### config.mk
export PLATFORM = sky130hd
export DESIGN_NAME = pwm3_gen
export DESIGN_NICKNAME = d
export VERILOG_FILES = /design/src/rtl/pwm3_pkg.sv /design/src/rtl/pwm3_cfg.sv /design/src/rtl/pwm3_timer.sv /design/src/rtl/pwm3_wave.sv /design/src/rtl/pwm3_gen.sv
export SDC_FILE = /design/constraint.sdc
export NUM_CORES = 1
export LEC_CHECK = 0
export BUFFER_PORTS_ARGS = -buffer_cell sky130_fd_sc_hd__buf_4
export CORE_MARGIN = 2
export CORE_UTILIZATION = 30
export CTS_BUF_LIST = sky130_fd_sc_hd__clkbuf_4 sky130_fd_sc_hd__clkbuf_8
export CTS_CLUSTER_DIAMETER = 30
export DETAILED_ROUTE_END_ITERATION = 8
export HOLD_SLACK_MARGIN = 0.02
export PLACE_DENSITY = 0.42
export SETUP_SLACK_MARGIN = 0.2
export SLEW_MARGIN = 15
export SYNTH_ARGS = -nofsm -noshare
export SYNTH_HDL_FRONTEND = slang
export SYNTH_SLANG_ARGS = --single-unit
### constraint.sdc
create_clock -name clk -period 5 [get_ports clk]
set_input_delay 0.75 -clock clk [delete_from_list [all_inputs] [get_ports clk]]
set_output_delay 0.75 -clock clk [all_outputs]
set_load 0.01 [all_outputs]
### src/rtl/pwm3_pkg.sv
// Shared definitions for the three-compare PWM generator.
// Assumes nothing beyond IEEE 1800-2017 packages.
package pwm3_pkg;
    // Operating mode selected by the trig_mode input
    typedef enum logic {
        PWM_FREE = 1'b0,
        PWM_TRIG = 1'b1
    } pwm_mode_e;

    // Number of compare registers held per configuration set
    localparam int NUM_CMP = 3;
    // Index of each compare in the packed compare array
    localparam int CMP_A = 0;
    localparam int CMP_B = 1;
    localparam int CMP_C = 2;
endpackage

### src/rtl/pwm3_cfg.sv
// Configuration capture: checks a committed set and, when legal, holds it as
// the pending set. Assumes cfg_* are stable in the cycle cfg_commit is high.
module pwm3_cfg
    import pwm3_pkg::*;
#(
    parameter int W  = 16,
    parameter int XW = 2
) (
    input  logic         clk,
    input  logic         rst_n,
    input  logic         commit,
    input  logic [W-1:0] in_n,
    input  logic [W-1:0] in_a,
    input  logic [W-1:0] in_b,
    input  logic [W-1:0] in_c,
    input  logic [XW-1:0] in_ext,
    input  logic         in_pol_a,
    input  logic         in_pol_b,
    output logic [W-1:0] pend_n,
    output logic [W-1:0] pend_a,
    output logic [W-1:0] pend_b,
    output logic [W-1:0] pend_c,
    output logic         pend_pol_a,
    output logic         pend_pol_b,
    output logic         err
);
    logic [W-1:0]       cmp_in [NUM_CMP];
    logic [NUM_CMP-1:0] cmp_bad;
    logic               set_ok;

    assign cmp_in[CMP_A] = in_a;
    assign cmp_in[CMP_B] = in_b;
    assign cmp_in[CMP_C] = in_c;

    // Range check per compare: must be nonzero and strictly below the reload
    for (genvar i = 0; i < NUM_CMP; i++) begin : g_rng
        assign cmp_bad[i] = (cmp_in[i] == '0) || (cmp_in[i] >= in_n);
    end

    assign set_ok = (cmp_bad == '0) && (in_ext == '0);

    // Pending set capture and error flag update on each commit
    always_ff @(posedge clk) begin
        if (!rst_n) begin
            pend_n     <= '0;
            pend_a     <= '0;
            pend_b     <= '0;
            pend_c     <= '0;
            pend_pol_a <= 1'b0;
            pend_pol_b <= 1'b0;
            err        <= 1'b0;
        end else if (commit) begin
            err <= !set_ok;
            if (set_ok) begin
                pend_n     <= in_n;
                pend_a     <= in_a;
                pend_b     <= in_b;
                pend_c     <= in_c;
                pend_pol_a <= in_pol_a;
                pend_pol_b <= in_pol_b;
            end
        end
    end


    refused_hold_chk: assert property (@(posedge clk) disable iff (!rst_n)
        (commit && !set_ok) |=> ($stable(pend_n) && $stable(pend_a) &&
                                 $stable(pend_b) && $stable(pend_c)));


    accepted_take_chk: assert property (@(posedge clk) disable iff (!rst_n)
        (commit && set_ok) |=> (!err && pend_a < pend_n && pend_b < pend_n &&
                                pend_c < pend_n));
endmodule

### src/rtl/pwm3_timer.sv
// Reload down-counter with active configuration set, trigger-mode one-shot
// and fault latch. Assumes trig_mode changes only while run is low.
module pwm3_timer
    import pwm3_pkg::*;
#(
    parameter int W = 16
) (
    input  logic         clk,
    input  logic         rst_n,
    input  logic         run,
    input  pwm_mode_e    mode,
    input  logic         cnt_en,
    input  logic         trig,
    input  logic         fault,
    input  logic [W-1:0] pend_n,
    input  logic [W-1:0] pend_a,
    input  logic [W-1:0] pend_b,
    input  logic [W-1:0] pend_c,
    input  logic         pend_pol_a,
    input  logic         pend_pol_b,
    output logic [W-1:0] cnt,
    output logic [W-1:0] act_n,
    output logic [W-1:0] act_a,
    output logic [W-1:0] act_b,
    output logic [W-1:0] act_c,
    output logic         act_pol_a,
    output logic         act_pol_b,
    output logic         busy,
    output logic         kill
);
    logic trig_mode;
    logic start;
    logic load_set;
    logic step;

    assign trig_mode = (mode == PWM_TRIG);
    assign start     = run && trig_mode && trig && !fault;
    assign load_set  = !run || start ||
                       (!trig_mode && cnt_en && (cnt == '0));
    assign step      = run && cnt_en && (cnt != '0) && !start &&
                       (!trig_mode || busy);

    // Counter: reload on set load, otherwise step down on the strobe
    always_ff @(posedge clk) begin
        if (!rst_n) begin
            cnt <= '0;
        end else if (load_set) begin
            cnt <= pend_n;
        end else if (step) begin
            cnt <= cnt - 1'b1;
        end
    end

    // Active set: copied from pending only at a period boundary or while idle
    always_ff @(posedge clk) begin
        if (!rst_n) begin
            act_n     <= '0;
            act_a     <= '0;
            act_b     <= '0;
            act_c     <= '0;
            act_pol_a <= 1'b0;
            act_pol_b <= 1'b0;
        end else if (load_set) begin
            act_n     <= pend_n;
            act_a     <= pend_a;
            act_b     <= pend_b;
            act_c     <= pend_c;
            act_pol_a <= pend_pol_a;
            act_pol_b <= pend_pol_b;
        end
    end

    // One-shot state: set by a trigger, cleared when the period ends
    always_ff @(posedge clk) begin
        if (!rst_n) begin
            busy <= 1'b0;
        end else if (!run || !trig_mode) begin
            busy <= 1'b0;
        end else if (start) begin
            busy <= 1'b1;
        end else if (busy && cnt_en && (cnt == '0)) begin
            busy <= 1'b0;
        end
    end

    // Fault latch: set by a fault in trigger mode, cleared by a clean trigger
    always_ff @(posedge clk) begin
        if (!rst_n) begin
            kill <= 1'b0;
        end else if (run && trig_mode && fault) begin
            kill <= 1'b1;
        end else if (start) begin
            kill <= 1'b0;
        end
    end


    cnt_bound_chk: assert property (@(posedge clk) disable iff (!rst_n)
        cnt <= act_n);


    cnt_hold_chk: assert property (@(posedge clk) disable iff (!rst_n)
        (run && !cnt_en && !(trig_mode && trig)) |=> $stable(cnt));


    trig_start_chk: assert property (@(posedge clk) disable iff (!rst_n)
        (run && trig_mode && trig && !fault) |=> (busy && !kill && cnt == act_n));
endmodule

### src/rtl/pwm3_wave.sv
// Output shaping: compares the count with the active compares for each
// channel and applies polarity. Channel 0 is a threshold, channel 1 a window.
module pwm3_wave #(
    parameter int W   = 16,
    parameter int NCH = 2
) (
    input  logic           en,
    input  logic [W-1:0]   cnt,
    input  logic [W-1:0]   lo  [NCH],
    input  logic [W-1:0]   hi  [NCH],
    input  logic [NCH-1:0] pol,
    output logic [NCH-1:0] wave
);
    logic [NCH-1:0] raw;

    for (genvar ch = 0; ch < NCH; ch++) begin : g_ch
        if (ch == 0) begin : g_thr
            // Threshold channel: active from the top of the count down to lo
            assign raw[ch] = en && (cnt >= lo[ch]);
        end else begin : g_win
            // Window channel: active while lo <= count < hi
            assign raw[ch] = en && (cnt >= lo[ch]) && (cnt < hi[ch]);
        end
        assign wave[ch] = raw[ch] ^ pol[ch];
    end
endmodule

### src/rtl/pwm3_gen.sv
// Top of the three-compare PWM generator. Ties the configuration capture,
// the reload timer and the output shaping together. Assumes cnt_en, trig and
// the fault inputs are already synchronous to clk.
module pwm3_gen
    import pwm3_pkg::*;
#(
    parameter int W  = 16,
    parameter int XW = 2
) (
    input  logic          clk,
    input  logic          rst_n,
    input  logic          run,
    input  logic          trig_mode,
    input  logic          cnt_en,
    input  logic [W-1:0]  cfg_n,
    input  logic [W-1:0]  cfg_a,
    input  logic [W-1:0]  cfg_b,
    input  logic [W-1:0]  cfg_c,
    input  logic [XW-1:0] cfg_ext,
    input  logic          cfg_pol_a,
    input  logic          cfg_pol_b,
    input  logic          cfg_commit,
    input  logic          trig,
    input  logic          fault_a,
    input  logic          fault_b,
    output logic          pwm_a,
    output logic          pwm_b,
    output logic          cfg_err
);
    localparam int NCH = 2;

    logic [W-1:0]   pend_n, pend_a, pend_b, pend_c;
    logic           pend_pol_a, pend_pol_b;
    logic [W-1:0]   cnt, act_n, act_a, act_b, act_c;
    logic           act_pol_a, act_pol_b;
    logic           busy, kill, fault, wave_en;
    pwm_mode_e      mode;
    logic [W-1:0]   lo [NCH];
    logic [W-1:0]   hi [NCH];
    logic [NCH-1:0] wave;

    assign mode  = pwm_mode_e'(trig_mode);
    assign fault = fault_a || fault_b;

    pwm3_cfg #(.W(W), .XW(XW)) u_cfg (
        .clk(clk), .rst_n(rst_n), .commit(cfg_commit),
        .in_n(cfg_n), .in_a(cfg_a), .in_b(cfg_b), .in_c(cfg_c),
        .in_ext(cfg_ext), .in_pol_a(cfg_pol_a), .in_pol_b(cfg_pol_b),
        .pend_n(pend_n), .pend_a(pend_a), .pend_b(pend_b), .pend_c(pend_c),
        .pend_pol_a(pend_pol_a), .pend_pol_b(pend_pol_b), .err(cfg_err)
    );

    pwm3_timer #(.W(W)) u_tmr (
        .clk(clk), .rst_n(rst_n), .run(run), .mode(mode), .cnt_en(cnt_en),
        .trig(trig), .fault(fault),
        .pend_n(pend_n), .pend_a(pend_a), .pend_b(pend_b), .pend_c(pend_c),
        .pend_pol_a(pend_pol_a), .pend_pol_b(pend_pol_b),
        .cnt(cnt), .act_n(act_n), .act_a(act_a), .act_b(act_b), .act_c(act_c),
        .act_pol_a(act_pol_a), .act_pol_b(act_pol_b), .busy(busy), .kill(kill)
    );

    // Output enable: free-running whenever run, one-shot only while armed
    assign wave_en = run && ((mode == PWM_FREE) || (busy && !kill));

    assign lo[0] = act_a;
    assign hi[0] = act_n;
    assign lo[1] = act_c;
    assign hi[1] = act_b;

    pwm3_wave #(.W(W), .NCH(NCH)) u_wave (
        .en(wave_en), .cnt(cnt), .lo(lo), .hi(hi),
        .pol({act_pol_b, act_pol_a}), .wave(wave)
    );

    assign pwm_a = wave[0];
    assign pwm_b = wave[1];


    fault_force_chk: assert property (@(posedge clk) disable iff (!rst_n)
        (run && trig_mode && fault) |=> (pwm_a == act_pol_a && pwm_b == act_pol_b));


    idle_level_chk: assert property (@(posedge clk) disable iff (!rst_n)
        !run |-> (pwm_a == act_pol_a && pwm_b == act_pol_b));
endmodule

==> impl_metrics.ini, run 1 <==
[worst_hold_path]
min-delay-start = u_cfg.pend_n[8]
min_path_type = reg2reg

[die]
rows = 59
start_util_pct = 30.7
ios = 80
die-height_um = 168
fp.dieArea_um2 = 28100
die_x_um = 168
core_um2 = 26200

[logic_synthesis]
ys_warn_count = 0
syn-cell-area_um2 = 8040
yosysTopAreaCellShare_pct = 33.6
ys_async_sr_fraction_pct = 0
synth_area_leaders = dfxtp_1, ha_1, nand2_1
ys.flop_type = dfxtp_1
synth_edf_count = 0
syn_area_per_cell_um2 = 8.58
ys_ff_latch = 135
ys_types = 52
syn_inst = 938
yosysSeqAreaShare_pct = 33.6
yosysTopAreaCell = dfxtp_1
synthesis.nets = 1111

[setup_path]
path_common_cell = o21ai_0
cp_top_family = compound AO/OA/AOI/OAI gates
path_class = reg2out
critPathLaunchType = flop
regToRegStartpoint = u_tmr.cnt[8]
cp_cell_sequence = ha_1 -> a21oi_1 -> o21ai_0 -> a2111oi_0 -> o21ai_0 -> a211oi_1 -> xor2_1 -> buf_4
crit_start = u_tmr.cnt[9]
crit_fanout = 6
slowest_stage = dfxtp_1
worst_ep_arrival_time_ns = 2.91
crit_path_end_kind = output pin
max_stage_delay_ns = 0.56
crit_required_ns = 4.25
path_buf_inv = 1

[clock_tree]
insertion_delay_ns = 0.45
cts_resized = 0
h-tree-depth = 4
clk_pin_slew_worst_paths_ns = 0.08
cts_made_buffers = 17
cts_tree = done
clock_sinks = 135
root_buffer = clkbuf_8
post_cts_buffers = 0
clk_path_buf_depth = 2
hold_buffers = 0

[routing]
wl_per_cell_um = 17.8
antenna_left = 0
viasPerCell = 4.78
first_pass_iters = 5
drc_errors = 0
drtIter0Drc = 348
vias = 6423
wl_um = 24000

[timing]
period_share_pct = 73.2
rsz0062_at_grt = no
whs_ns = 0.454
finalHoldViolations = 0
fin_worst_skew_ns = 0.0162
finalSetupTns_ns = 0
setup_violations = 0
post-route-min-period_ns = 3.66
slew_headroom_pct = 34.9
slew_violations = 0
fmax_ghz = 0.273
worst_pin_slew_ns = 0.977

[layout]
regArea_um2 = 2700
nFillCells = 2787
layout.cells.non_filler = 1344
diodes = 0
area_growth_pct = 16.0
fin_area_um2 = 9330
drive_gt1_share_pct = 17.4
multi_input_comb_area_um2 = 4840
nets = 1169

[global_routing]
gr-total-overflow = 0
grt_max_degree = 140
grt_pass1_vias = 6302
grt_antenna_before_repair = 0
grt_usage_pct = 17.4
grt_pass1_wl_um = 37300

[power]
intPower_mw = 1.87
p_per_area_nw_per_um2 = 282
total_leakage_power_nw = 3.52
pwr-share-comb_pct = 16.3
ir_worst_vdd_v = 0.000123
seqPwrFrac_pct = 42.8
power.switching_uw = 760
switching_share_pct = 28.9
pwr-share-clk_pct = 40.9
p_total_mw = 2.63

[run_status]
status = complete, no violations

[job]
maxCapViolations = 0

[placed_design]
hpwl_um = 17700
dpl_cell_area_um2 = 8870
io_buffers = 79
gp_congestion = 0.850
place_inst = 1312
==> through the flow <==
| step | utilization (%) | setup slack [ns] |
|---|---|---|
| after floorplan | - | 2.13 |
| after detailed placement | 33.8 | 1.58 |
| after global placement | 33.8 | 1.62 |
| after CTS | 35.6 | 1.27 |
| final | 35.6 | 1.34 |
| after global routing | 35.6 | 1.11 |
==> placed cells by master, fill, tap and decap left out, types with 8 or more instances in the layout <==
master,count
nor3b_1,8
a21o_1,8
mux2i_1,66
dfxtp_1,135
clkbuf_8,17
a21oi_1,40
xnor2_1,10
nand2_1,256
inv_1,69
nor2_1,15
nor4_1,13
o21ai_0,32
a21boi_2,50
ha_1,96
nand3_1,9
buf_4,80
a211oi_1,8
nand4_1,13
==> power groups by stage <==
stage / Combinational, mW / Clock, mW / Sequential [mW]
final: 0.429 / 1.08 / 1.13
after global routing: 0.482 / 1.15 / 1.13
after CTS: 0.432 / 1.11 / 1.13
after detailed placement: 0.430 / 0 / 1.15
after global placement: 0.431 / 0 / 1.15
after floorplan: 0.273 / 0 / 1.14
==> routing by layer <==
| layer | vias up | global-route usage [%] | wire, um | part of all wire, % |
|---|---|---|---|---|
| li1 | 3341 | - | - | - |
| met1 | 2947 | 25.6 | 12800 | 53 |
| met2 | 124 | 26.1 | 10300 | 43 |
| met3 | 11 | 3.00 | 758 | 3.2 |
| met4 | 0 | 4.35 | 179 | 0.75 |
| met5 | - | 0 | 0 | 0 |
==> final timing paths <==
check                          to  slack [ns]  cells past startpoint
setup / recovery            pwm_b        1.34                      8
hold / removal    u_cfg.pend_n[8]        0.45                      2
setup reg to reg     u_tmr.cnt[4]        2.08                      7
hold reg to reg   u_cfg.pend_n[8]        0.45                      2
==> area by class of cell <==
| cell class | count | area share [%] |
|---|---|---|
| Sequential cell | 135 | 29.0 |
| Inverter | 69 | 2.78 |
| Multi-Input combinational cell | 690 | 51.8 |
| Clock buffer | 17 | 2.51 |
| Clock inverter | 15 | 2.44 |
| Timing Repair Buffer | 83 | 6.99 |
| Tap cell | 335 | 4.49 |
==> flip-flops by register name, indices dropped and copies added (netlist names), 16 cells and up <==
| signal | count |
|---|---|
| u_cfg.pend_n | 16 |
| u_cfg.pend_a | 16 |
| u_tmr.act_a | 16 |
| u_tmr.act_b | 16 |
| u_tmr.cnt | 16 |
| u_tmr.act_c | 16 |
| u_cfg.pend_b | 16 |
| u_cfg.pend_c | 16 |
==> cells in the mapped netlist (2+ instances only) <==
| cell type | number |
|---|---|
| o2111ai_1 | 3 |
| a21oi_1 | 40 |
| nor3_1 | 7 |
| and4_1 | 4 |
| or4_1 | 2 |
| o31ai_1 | 2 |
| nand2_1 | 256 |
| o22ai_1 | 2 |
| nand2b_1 | 7 |
| buf_2 | 10 |
| nand3_1 | 9 |
| a21o_1 | 8 |
| or4_4 | 3 |
| xnor2_1 | 10 |
| nand4_1 | 13 |
| nor4b_1 | 2 |
| inv_1 | 69 |
| mux2i_1 | 66 |
| nor2b_1 | 3 |
| dfxtp_1 | 135 |
| a211oi_1 | 8 |
| nor2_1 | 15 |
| xor2_1 | 5 |
| o21ai_0 | 32 |
| nor4_1 | 13 |
| nor3b_1 | 8 |
| ha_1 | 96 |
| a2111oi_0 | 5 |
| a221oi_1 | 2 |
| buf_6 | 10 |
| a21boi_2 | 50 |
| clkbuf_1 | 23 |
==> kinds of logic after synthesis <==
kind of cell / Yosys count / share of synthesized area [%]
compound gates: 162 / 15.7
xor+xnor: 15 / 1.63
fa+ha+maj: 96 / 14.9
buf+inv: 113 / 6.41
flops: 135 / 33.6
mux: 66 / 8.21
simple gates: 351 / 19.6
==> tightest hold or removal path, stage by stage, from the launching register on <==
cell and delay (ns):
dfxtp_1 0.31, nand2_1 0.05, mux2i_1 0.05
(Power assumes the default switching activity.)
==> inputs of run 2 (changes only) <==
==> constraint.sdc (replaced) <==
create_clock -name clk -period 3.7 [get_ports clk]
set_input_delay 0.555 -clock clk [delete_from_list [all_inputs] [get_ports clk]]
set_output_delay 0.555 -clock clk [all_outputs]
set_load 0.01 [all_outputs]
==> impl_metrics.ini, run 2 (synthesized netlist as in run 1, its figures left out) <==
[layout]
multi_input_comb_area_um2 = 4840
area_growth_pct = 16.5
final_common_cell = nand2_1
nFillCells = 2773
nets = 1180
fin_area_um2 = 9370
final_cell_mix = nand2_1, dfxtp_1, ha_1, buf_4, inv_1
drive_gt1_share_pct = 18.4
diodes = 0
regArea_um2 = 2700

[global_routing]
grt_usage_pct = 17.5
gr-total-overflow = 0
grt_pass1_vias = 6525
grt_pass1_wl_um = 37700
grt_max_degree = 124
grt_antenna_before_repair = 0

[placed_design]
place_ws_ns = 0.632
io_buffers = 79
dpl_cell_area_um2 = 8960
gp_congestion = 0.815
hpwl_um = 18600

[clock_tree]
insertion_delay_ns = 0.46
cts_made_buffers = 17
clock_sinks = 135
clk_path_buf_depth = 2
h-tree-depth = 4
root_buffer = clkbuf_8
clk_pin_slew_worst_paths_ns = 0.11
post_cts_buffers = 0
cts_tree = done

[power]
ir_worst_vdd_v = 0.000167
p_per_area_nw_per_um2 = 361
total_leakage_power_nw = 3.57
p_total_mw = 3.38

[timing]
setup_violations = 0
whs_ns = 0.339
fin_worst_skew_ns = 0.0210
timing.final.ws_setup_ns = 0.392
post-route-min-period_ns = 3.31
worst_pin_slew_ns = 0.889
rsz0062_at_grt = no
slew_headroom_pct = 40.7
finalSetupTns_ns = 0
slew_violations = 0
period_share_pct = 89.4
fmax_ghz = 0.302
finalHoldViolations = 0

[job]
maxCapViolations = 0

[setup_path]
critPathLaunchType = flop
crit_required_ns = 3.14
worst_ep_arrival_time_ns = 2.75
path_class = reg2out
crit_path_end_kind = output pin
crit_fanout = 5

[routing]
wl_per_cell_um = 17.7
first_pass_iters = 4
drtIter0Drc = 362
antenna_left = 0
vias = 6451
drc_errors = 0
wl_um = 23900
viasPerCell = 4.76

[run_status]
status = complete, no violations

[worst_hold_path]
min_path_type = in2reg

[die]
die-height_um = 168
ios = 80
core_um2 = 26200
fp.dieArea_um2 = 28100
start_util_pct = 30.7
rows = 59
die_x_um = 168
-- run 2: per-stage QoR --
step | utilization (%) | cells
3_5_place_dp | 34.2 | 1323
6_report | 35.8 | 1355
5_1_grt | 35.8 | 1355
2_1_floorplan | - | 938
4_1_cts | 35.7 | 1355
3_3_place_gp | 34.2 | 1323
-- run 2: per-layer routing --
layer  share of wire (%)  wire (um)  track usage (%)
met3                 3.4        815             2.93
met1                  53      12600             25.7
met4                0.76        182             4.20
met2                  43      10300             26.7
met5                   0          0                0
-- run 2: layout make-up --
class,count,share of cell area [%]
clock inverter,14,1.63
multi-input combinational,690,51.7
sequential,135,28.8
tap,335,4.47
inverter,69,2.76
clock buffer,18,2.64
timing repair buffer,94,7.97
-- run 2: repair_timing --
action / 4_1_cts / 5_1_grt
gates resized for setup: 0 / 1
hold buffers: 0 / 0
endpoints found under the setup margin: 0 / 1
-- run 2: power breakdown --
part / internal (mW) / switching, mW
clock: 0.582 / 0.696
combinational: 0.254 / 0.334
sequential: 1.48 / 0.0359
-- run 2: worst max-delay path, stage by stage, from the launching register on --
cell       delay [ns]
dfxtp_1          0.50
ha_1             0.31
and4_1           0.21
a2111oi_0        0.37
o21ai_0          0.22
a211oi_1         0.38
xor2_1           0.18
buf_4            0.14
-- run 2: path summary, 6_finish.rpt --
kind	from	end	slack [ns]	cells after the start
max	u_tmr.cnt[6]	pwm_b	0.39	7
max reg2reg	u_tmr.cnt[9]	u_tmr.cnt[13]	0.85	8
min reg2reg	u_tmr.act_b[7]	u_tmr.act_b[7]	0.46	2
min	cfg_n[6]	u_cfg.pend_n[6]	0.34	3
